**src/rtl/dcyc_pkg.sv**
```systemverilog
package dcyc_pkg;

   localparam int CNT_W = 4;

   typedef enum logic [2:0] {
      PH_IDLE,
      PH_1,
      PH_2,
      PH_3,
      PH_DONE
   } phase_t;

   // option bits shared by both configuration words
   localparam int OPT_HALF = 12;
   localparam int OPT_SWAP = 13;
   localparam int OPT_PCHK = 14;
   localparam int DQ_POL   = 15;

   // a zero field still gives one clock
   function automatic logic [CNT_W-1:0] ph_len(input logic [CNT_W-1:0] f);
      return (f == '0) ? CNT_W'(1) : f;
   endfunction

endpackage

```
**src/rtl/dcyc_phase_seq.sv**
```systemverilog
module dcyc_phase_seq
   import dcyc_pkg::*;
#(
   parameter int LEN_W = CNT_W
) (
   input  logic             clk,
   input  logic             rst_n,
   input  logic             start,
   input  logic [LEN_W-1:0] len1,
   input  logic [LEN_W-1:0] len2,
   input  logic [LEN_W-1:0] len3,
   output phase_t           phase,
   output logic             ph_last
);

   logic [LEN_W-1:0] cnt_q;

   always_ff @(posedge clk or negedge rst_n) begin
      if (!rst_n) begin
         phase <= PH_IDLE;
         cnt_q <= '0;
      end else begin
         case (phase)
            PH_IDLE: if (start) begin
               phase <= PH_1;
               cnt_q <= len1 - 1'b1;
            end
            PH_1: if (cnt_q == '0) begin
               phase <= PH_2;
               cnt_q <= len2 - 1'b1;
            end else cnt_q <= cnt_q - 1'b1;
            PH_2: if (cnt_q == '0) begin
               phase <= PH_3;
               cnt_q <= len3 - 1'b1;
            end else cnt_q <= cnt_q - 1'b1;
            PH_3: if (cnt_q == '0) phase <= PH_DONE;
                  else cnt_q <= cnt_q - 1'b1;
            default: phase <= PH_IDLE;
         endcase
      end
   end

   assign ph_last = (cnt_q == '0);

   // lengths handed to the sequencer are never zero
   p_len_floor_r2: assert property (@(posedge clk) disable iff (!rst_n)
      (phase == PH_IDLE && start) |-> (len1 != '0));
   // phase 1 either continues or moves to phase 2
   p_order_r1: assert property (@(posedge clk) disable iff (!rst_n)
      (phase == PH_1) |=> (phase == PH_1 || phase == PH_2));
   p_mid_order_r1: assert property (@(posedge clk) disable iff (!rst_n)
      (phase == PH_2) |=> (phase == PH_2 || phase == PH_3));
   // completion lasts one clock
   p_done_once_r4: assert property (@(posedge clk) disable iff (!rst_n)
      (phase == PH_DONE) |=> (phase == PH_IDLE));

endmodule

```
**src/rtl/dcyc_lane_path.sv**
```systemverilog
module dcyc_lane_path #(
   parameter int LANES  = 2,
   localparam int DATA_W = 8 * LANES
) (
   input  logic              half,
   input  logic              swap,
   input  logic [DATA_W-1:0] wdata,
   input  logic [DATA_W-1:0] din,
   input  logic [LANES-1:0]  pin,
   output logic [DATA_W-1:0] dout,
   output logic [LANES-1:0]  pout,
   output logic [DATA_W-1:0] rval,
   output logic              par_bad
);

   logic [DATA_W-1:0] wrev, rrev;
   logic [LANES-1:0]  bad;

   for (genvar g = 0; g < LANES; g++) begin : g_lane
      assign wrev[8*g +: 8] = wdata[8*(LANES-1-g) +: 8];
      assign rrev[8*g +: 8] = din[8*(LANES-1-g) +: 8];
      assign pout[g]        = ~^dout[8*g +: 8];
      if (g == 0) begin : g_low
         assign bad[g] = (pin[g] != ~^din[8*g +: 8]);
      end else begin : g_high
         assign bad[g] = half & (pin[g] != ~^din[8*g +: 8]);
      end
   end

   always_comb begin
      if (half) begin
         dout = swap ? wrev : wdata;
         rval = swap ? rrev : din;
      end else begin
         dout = {{(DATA_W-8){1'b0}}, wdata[7:0]};
         rval = {{(DATA_W-8){1'b0}}, din[7:0]};
      end
   end

   assign par_bad = |bad;

endmodule

```
**src/rtl/dev_cycle_timer.sv**
```systemverilog
module dev_cycle_timer
   import dcyc_pkg::*;
#(
   parameter int ADDR_W = 8,
   parameter int LANES  = 2,
   localparam int DATA_W = 8 * LANES
) (
   input  logic              clk,
   input  logic              rst_n,
   input  logic [15:0]       pio_cfg,
   input  logic [15:0]       dma_cfg,
   input  logic              pio_req,
   input  logic              pio_wr,
   input  logic [ADDR_W-1:0] pio_addr,
   input  logic [DATA_W-1:0] pio_wdata,
   input  logic              dma_en,
   input  logic              dma_amask,
   input  logic              dma_to_host,
   input  logic [DATA_W-1:0] dma_wdata,
   input  logic              irq_clr,
   output logic [DATA_W-1:0] host_rdata,
   output logic              pio_done,
   output logic              dma_done,
   output logic              par_err,
   output logic              irq,
   output logic              dev_cs,
   output logic              dev_dack,
   output logic              dev_rd,
   output logic              dev_wr,
   output logic              dev_oe,
   output logic [ADDR_W-1:0] dev_addr,
   output logic [DATA_W-1:0] dev_dout,
   output logic [LANES-1:0]  dev_pout,
   input  logic [DATA_W-1:0] dev_din,
   input  logic [LANES-1:0]  dev_pin,
   input  logic              dev_dreq
);

   if (ADDR_W < 1) begin : g_bad_addr
      $error("dev_cycle_timer: ADDR_W must be at least 1");
   end
   if (LANES < 2) begin : g_bad_lanes
      $error("dev_cycle_timer: LANES must be at least 2");
   end

   phase_t            phase;
   logic              ph_last;
   logic              kind_q, wr_q, perr_q;
   logic [ADDR_W-1:0] addr_q;
   logic [DATA_W-1:0] wdata_q, rdata_q, rval;
   logic [CNT_W-1:0]  l1, l2, l3;
   logic              idle, dreq_act, dma_go, pio_go, start;
   logic              kind_eff, wr_eff, busy, capture, par_bad;
   logic              opt_half, opt_swap, opt_pchk;
   logic              cfg_unused;

   assign cfg_unused = ^{pio_cfg[15], dma_cfg[11:9], dma_cfg[0]};

   assign idle     = (phase == PH_IDLE);
   assign dreq_act = dev_dreq ^ dma_cfg[DQ_POL];
   assign dma_go   = idle & dma_en & dreq_act;
   assign pio_go   = idle & pio_req & ~dma_go & ~(dma_en & dma_amask);
   assign start    = dma_go | pio_go;
   assign kind_eff = idle ? dma_go : kind_q;
   assign wr_eff   = idle ? (dma_go ? ~dma_to_host : pio_wr) : wr_q;

   always_comb begin
      if (kind_eff) begin
         l1 = ph_len({2'b00, dma_cfg[2:1]});
         l2 = ph_len({1'b0, dma_cfg[5:3]});
         l3 = ph_len({1'b0, dma_cfg[8:6]});
      end else begin
         l1 = ph_len({1'b0, pio_cfg[11:9]});
         l2 = wr_eff ? ph_len({1'b0, pio_cfg[4:2]}) : ph_len(pio_cfg[8:5]);
         l3 = ph_len({2'b00, pio_cfg[1:0]});
      end
   end

   dcyc_phase_seq #(.LEN_W(CNT_W)) i_seq (
      .clk    (clk),
      .rst_n  (rst_n),
      .start  (start),
      .len1   (l1),
      .len2   (l2),
      .len3   (l3),
      .phase  (phase),
      .ph_last(ph_last)
   );

   assign opt_half = kind_q ? dma_cfg[OPT_HALF] : pio_cfg[OPT_HALF];
   assign opt_swap = kind_q ? dma_cfg[OPT_SWAP] : pio_cfg[OPT_SWAP];
   assign opt_pchk = kind_q ? dma_cfg[OPT_PCHK] : pio_cfg[OPT_PCHK];

   dcyc_lane_path #(.LANES(LANES)) i_lanes (
      .half   (opt_half),
      .swap   (opt_swap),
      .wdata  (wdata_q),
      .din    (dev_din),
      .pin    (dev_pin),
      .dout   (dev_dout),
      .pout   (dev_pout),
      .rval   (rval),
      .par_bad(par_bad)
   );

   assign capture = (phase == PH_2) & ph_last & ~wr_q;

   always_ff @(posedge clk or negedge rst_n) begin
      if (!rst_n) begin
         kind_q  <= 1'b0;
         wr_q    <= 1'b0;
         addr_q  <= '0;
         wdata_q <= '0;
         rdata_q <= '0;
         perr_q  <= 1'b0;
      end else begin
         if (start) begin
            kind_q  <= dma_go;
            wr_q    <= wr_eff;
            wdata_q <= dma_go ? dma_wdata : pio_wdata;
         end
         if (pio_go) addr_q <= pio_addr;
         if (capture) rdata_q <= rval;
         if (irq_clr) perr_q <= 1'b0;
         if (capture && opt_pchk && par_bad) perr_q <= 1'b1;
      end
   end

   assign busy       = (phase == PH_1) | (phase == PH_2) | (phase == PH_3);
   assign dev_cs     = busy & ~kind_q;
   assign dev_dack   = busy & kind_q;
   assign dev_rd     = (phase == PH_2) & ~wr_q;
   assign dev_wr     = (phase == PH_2) & wr_q;
   assign dev_oe     = busy & wr_q;
   assign dev_addr   = addr_q;
   assign host_rdata = rdata_q;
   assign pio_done   = (phase == PH_DONE) & ~kind_q;
   assign dma_done   = (phase == PH_DONE) & kind_q;
   assign par_err    = perr_q;
   assign irq        = perr_q;

   // strobes only inside a selected cycle, never together
   p_strobe_in_sel_r3: assert property (@(posedge clk) disable iff (!rst_n)
      (dev_rd || dev_wr) |-> (dev_cs || dev_dack));
   p_rd_wr_excl_r3: assert property (@(posedge clk) disable iff (!rst_n)
      !(dev_rd && dev_wr));
   // chip select and acknowledge never overlap
   p_sel_excl_r8: assert property (@(posedge clk) disable iff (!rst_n)
      !(dev_cs && dev_dack));
   // completion pulses are one clock wide
   p_done_pulse_r4: assert property (@(posedge clk) disable iff (!rst_n)
      (pio_done || dma_done) |=> !(pio_done || dma_done));
   // the error flag holds until cleared
   p_perr_sticky_r7: assert property (@(posedge clk) disable iff (!rst_n)
      (par_err && !irq_clr) |=> par_err);
   // masked DMA keeps programmed I/O from starting
   p_holdoff_r10: assert property (@(posedge clk) disable iff (!rst_n)
      (phase == PH_IDLE && dma_en && dma_amask) |=> !dev_cs);

endmodule

```
**config.mk**
```make
export PLATFORM = sky130hd
export DESIGN_NAME = dev_cycle_timer
export DESIGN_NICKNAME = d
export VERILOG_FILES = /design/src/rtl/dcyc_pkg.sv /design/src/rtl/dcyc_phase_seq.sv /design/src/rtl/dcyc_lane_path.sv /design/src/rtl/dev_cycle_timer.sv
export SDC_FILE = /design/constraint.sdc
export NUM_CORES = 1
export LEC_CHECK = 0
export BUFFER_PORTS_ARGS = -buffer_cell sky130_fd_sc_hd__buf_2
export CAP_MARGIN = 20
export CORE_ASPECT_RATIO = 0.7
export CORE_UTILIZATION = 40
export CTS_BUF_LIST = sky130_fd_sc_hd__clkbuf_8
export CTS_CLUSTER_DIAMETER = 50
export DETAILED_ROUTE_END_ITERATION = 12
export PLACE_DENSITY = 0.69
export SLEW_MARGIN = 30
export SYNTH_ARGS = -nofsm -noshare
export SYNTH_HDL_FRONTEND = slang
export SYNTH_SLANG_ARGS = --single-unit
```
**constraint.sdc**
```tcl
create_clock -name clk -period 4.42 [get_ports clk]
set_input_delay 0.442 -clock clk [delete_from_list [all_inputs] [get_ports clk]]
set_output_delay 0.442 -clock clk [all_outputs]
set_load 0.005 [all_outputs]
```
==> metrics.txt, run 1 <==
Buffers on Ports 144; diode count 0; CP required 3.98 ns; syn_nets 476; Die H 80.80 um; class of the worst hold path input port to async pin; clock-pin slew on the worst setup and hold paths 0.10 ns; Leak 2.140 nW; dominant synthesized flop cell dfrtp_1; CP max FO 18; root buf cell clkbuf_8; H-tree depth 2; Slew headroom 0.5509; Core Area 8513 sq um; post-DR vias/cell 5.103; clock buffer depth 2; sw power 0.001277 W; Crit path arrival time 3.03 ns; Pwr Density 691.9 nW/um^2; placed cell count 623; FILL cells 830; yosys synthesis warning count 0; GRT overflow 0; final hold violations 0; maxcap violations 0; Final GP Congestion 0.9344; Layout Cells excl Fill 631; # rows 28; Post-Place Worst Slack 1.165 ns; switching share of total power 0.4092; # hold bufs at CTS 0; synthesis-to-layout area growth 27.08%; power after layout 0.003120 W; actual slew at the worst max-slew pin 0.6737 ns; first-pass GRT wire length 15220 um; Reg power frac 0.287; type of the worst setup path register to primary output; clk_skew 0.005942 ns; Post-synth EDFFs 0; area of the multi-input gates 2158 sq um; setup_tns 0 ns; run status finished, final reports clean; clock sink count 50; Clock power frac 0.131; final number of setup-violating endpoints 0; Post-DRT Antenna Nets 0; drt first-iter violations 123; drt wl/cell 14.93 um; Worst Setup Start Kind register; Async S/R FF share, synth 1.000; 1st-pass router iterations 4; Tmin final 3.472 ns; final net count 614; Final WS setup 0.9479 ns; Syn Std Cell Area 3548 sq um; highest-count cells in the layout ignoring fill and taps buf_2 (144), dfrtp_1 (50), nand2_1 (47), mux2i_1 (45), o21ai_0 (34); Clk Latency, worst-skew pair 0.31 ns; vias in the first global route 3112; initial antenna violation count 0; layout cell share with drive strength beyond 1 0.3738; # resized after CTS 0; Yosys reg bits 50; Slew Limit Fails 0; total number of vias 3220; Max Fclk 0.2880 GHz; Yosys cell types 59; Die X 114.6 um; Worst Setup End Kind primary output; average cell area after synthesis 9.539 sq um; GRT Total Usage 0.2135; Num CTS Buffers 5; register area 1251 sq um; # IOs 150; register area share after synthesis 0.3526; internal power 0.001843 W; CTS tree built; drt total wl 9423 um; DRC 0; starting density of the core 0.4168; RSZ-0062 raised after global routing false; Mapped Cells 372; Final Cycle Share 0.7855; largest net degree at the start of global routing 51; commonest non-fill, non-tap cell in the layout buf_2; postcts setup bufs 0; Comb pwr share 0.582; DP HPWL 7202 um; peak supply drop 0.4321 mV; die footprint 9258 sq um
-- layout make-up --
cell class | count | area share
clock inverter | 2 | 0.01332
sequential | 50 | 0.2775
clock buffer | 6 | 0.01831
tap | 120 | 0.03330
timing repair buffer | 151 | 0.1715
inverter | 9 | 0.007492
multi-input combinational | 293 | 0.4786
-- worst paths after layout --
kind | to | cells after the start | slack (ns) | start
max | dev_pout[0] | 7 | 0.95 | kind_q
min | i_seq.cnt_q[0] | 2 | 0.23 | rst_n
max reg2reg | i_seq.cnt_q[1] | 11 | 1.15 | i_seq.phase[0]
min reg2reg | host_rdata[9] | 2 | 0.48 | host_rdata[9]
max in group asynchronous | wdata_q[12] | 2 | 3.73 | rst_n
min in group clk | wdata_q[12] | 3 | 0.33 | dma_wdata[12]
-- metrics by stage --
step                      area [sq um]  hold slack [ns]  utilization
after detailed placement          4364           0.4630       0.5126
final                             4509           0.2258       0.5297
after floorplan                   3548           0.1464            -
after global routing              4509           0.2876       0.5297
after CTS                         4507           0.2592       0.5294
after global placement            4364           0.4576       0.5126
-- synthesized netlist by cell type (3+ instances only) --
cell type,number,area [sq um]
clkbuf_1,11,41.29
o21ai_0,34,170.2
inv_1,9,33.78
mux2i_1,45,450.4
dfrtp_1,50,1251
a221oi_1,3,26.28
nand2b_1,3,18.77
mux2_2,16,180.2
and2_1,5,31.28
nor3_1,5,25.02
a31oi_1,4,25.02
ha_1,5,62.56
o211ai_1,3,22.52
nor2_1,25,93.84
o31ai_1,11,82.58
xnor2_1,26,227.7
buf_4,4,30.03
xor2_1,10,87.58
nand2_1,48,180.2
a21oi_1,3,15.01
-- power by group through the flow --
stage | Clock (W) | Sequential, W | Combinational [W]
after global routing | 0.000442 | 0.000928 | 0.00203
after floorplan | 0 | 0.000836 | 0.00129
after CTS | 0.000421 | 0.000895 | 0.00182
final | 0.000409 | 0.000894 | 0.00182
after global placement | 0 | 0.000889 | 0.00179
after detailed placement | 0 | 0.000903 | 0.00182
-- critical path, cell delays in order, from the launching register on --
cell,delay [ns]
dfrtp_1,0.58
mux2i_4,0.28
buf_4,0.25
nor2_4,0.51
mux2_2,0.43
xnor3_1,0.34
xnor3_1,0.18
buf_2,0.13
-- sequential cells by signal, indices dropped and copies added, names as in the netlist --
signal and count:
i_seq.phase 3, kind_q 1, host_rdata 16, irq 1
dev_addr 8, wdata_q 16, i_seq.cnt_q 4, wr_q 1
-- routing by layer --
metal / vias up / track usage / part of all wire
li1: 1585 / - / -
met1: 1505 / 0.2949 / 0.48
met2: 122 / 0.3327 / 0.43
met3: 8 / 0.05672 / 0.081
met4: 0 / 0.05455 / 0.0084
met5: - / 0 / 0
-- logic make-up after synthesis --
family | count (synthesis) | share of synthesized area
AOI/OAI and AO/OA | 78 | 0.1446
xor gates and xnor gates | 38 | 0.1015
adders and majority gates | 6 | 0.02045
buffers and inverters | 29 | 0.03984
DFF | 50 | 0.3526
muxes | 64 | 0.1946
and+or+nand+nor | 107 | 0.1463
(Power assumes the default switching activity.)
==> run 2, diff against run 1 <==
Clock period 4.42 ns to 3.2 ns, I/O delays scaled along.
==> run 2 against run 1 <==
Effect of this change:
- sequential power is 34% higher
- count of clock-buffer cells in the layout is 1 higher
- critical endpoint is now i_seq.cnt_q[1]
- sequential share of layout area is 0.077 points lower
- largest cell class unchanged
- first-iteration DRC count is 50% higher
==> metrics.txt, run 2 (same netlist as run 1, synthesis figures left out) <==
peak supply drop 0.7706 mV; drt total wl 9536 um; # hold bufs at CTS 0; drt wl/cell 14.95 um; FILL cells 818; Core Area 8513 sq um; clock sink count 50; 1st-pass router iterations 4; Leak 2.155 nW; crit path from i_seq.phase[2]; r2r worst-path depth 11; Slew headroom 0.4482; placed instance area 4417 sq um; RSZ-0062 raised after global routing false; initial antenna violation count 0; postcts setup bufs 0; GRT Total Usage 0.2130; Pwr Density 938.3 nW/um^2; first-pass GRT wire length 15320 um; r2r endpoint i_seq.cnt_q[1]; FF-to-FF Start i_seq.phase[2]; CP Capture Point i_seq.cnt_q[1]; synthesis-to-layout area growth 27.43%; Clk Latency, worst-skew pair 0.31 ns; CP Cell Sequence or3_1 > a31o_2 > o22ai_2 > mux2_2 > mux2i_1 > ha_1 > o31ai_1 > nand2_1 > a221oi_1 > o21ai_0 > o21ai_0; class of the worst hold path input port to async pin; final net count 621; crit-path most repeated cell o21ai_0; WP buf/inv 0; setup_tns 0 ns; commonest non-fill, non-tap cell in the layout buf_2; Die X 114.6 um; run status finished, final reports clean; Post-DRT Antenna Nets 0; clk_skew 0.008606 ns; Tmin final 2.970 ns; Max Fclk 0.3367 GHz; power after layout 0.004243 W; Buffers on Ports 144; highest-count cells in the layout ignoring fill and taps buf_2 (144), dfrtp_1 (50), nand2_1 (48), mux2i_1 (45), o21ai_0 (34); # IOs 150; DP HPWL 7524 um; die footprint 9258 sq um; Final GP Congestion 0.9255; GRT overflow 0; Die H 80.80 um; root buf cell clkbuf_8; Worst Setup End Kind register; delay-heaviest family, CP compound AO/OA/AOI/OAI gates; Worst Setup Start Kind register; diode count 0; Hold Slack 0.09360 ns; CP max FO 3; H-tree depth 2; type of the worst setup path register to register; # rows 28; Worst path slowest cell or3_1; register area 1251 sq um; final number of setup-violating endpoints 0; Num CTS Buffers 5; post-DR vias/cell 5.212; vias in the first global route 3199; total number of vias 3325; Crit path depth 11; final hold violations 0; clock buffer depth 2; final instance area 4522 sq um; Final Cycle Share 0.9281; DRC 0; largest net degree at the start of global routing 35; FF-to-FF setup slack 0.23 ns; Slowest Stage Delay on Critical Path 0.44 ns; drt first-iter violations 185; layout cell share with drive strength beyond 1 0.3803; CTS tree built; actual slew at the worst max-slew pin 0.8278 ns; Crit path arrival time 3.19 ns; clock-pin slew on the worst setup and hold paths 0.09 ns; # resized after CTS 0; Slew Limit Fails 0; maxcap violations 0; area of the multi-input gates 2156 sq um; CP required 3.42 ns; starting density of the core 0.4168
run 2: per-layer routing:
layer | track usage | vias to the layer above | wire length (um)
li1 | - | 1607 | -
met1 | 0.3025 | 1559 | 4569
met2 | 0.3242 | 150 | 4134
met3 | 0.05224 | 9 | 752
met4 | 0.05714 | 0 | 80
met5 | 0 | - | 0
run 2: where the power goes:
part	switching [W]	internal, W	total (W)
sequential	0.000257	0.000939	0.00120
clock	0.000219	0.000199	0.000417
combinational	0.00131	0.00131	0.00263
total	0.00179	0.00245	0.00424
run 2: cell type report:
type | instances | area share
inverter | 9 | 0.007471
clock inverter | 1 | 0.001937
sequential | 50 | 0.2767
timing repair buffer | 158 | 0.1826
tap | 120 | 0.03320
multi-input combinational | 293 | 0.4768
clock buffer | 7 | 0.02131
run 2: per-stage QoR:
| stage | utilization | setup slack [ns] | std cells |
|---|---|---|---|
| global placement | 0.5188 | 0.2608 | 630 |
| detailed placement | 0.5188 | 0.2081 | 630 |
| CTS | 0.5312 | 0.2827 | 638 |
| global route | 0.5312 | 0.1131 | 638 |
| finish | 0.5312 | 0.2301 | 638 |
| floorplan | - | 0.4052 | 372 |
run 2: worst reg2reg max path, delay by kind of cell (launching register included):
family	cells	cell delay [ns]
AO/OA/AOI/OAI	6	1.09
multiplexers	2	0.61
AND/OR/NAND/NOR	2	0.52
flip-flops	1	0.38
adder cells (fa/ha/maj)	1	0.30
run 2: worst min path at each step:
stage                           endpoint  slack [ns]  cells after the start      startpoint
after floorplan              dev_addr[0]        0.02                      0           rst_n
after global placement    host_rdata[15]        0.45                      2  host_rdata[15]
after detailed placement  i_seq.cnt_q[0]        0.46                      1           rst_n
after CTS                 i_seq.cnt_q[0]        0.12                      1           rst_n
after global routing      i_seq.cnt_q[0]        0.14                      1           rst_n
final                     i_seq.cnt_q[0]        0.09                      1           rst_n
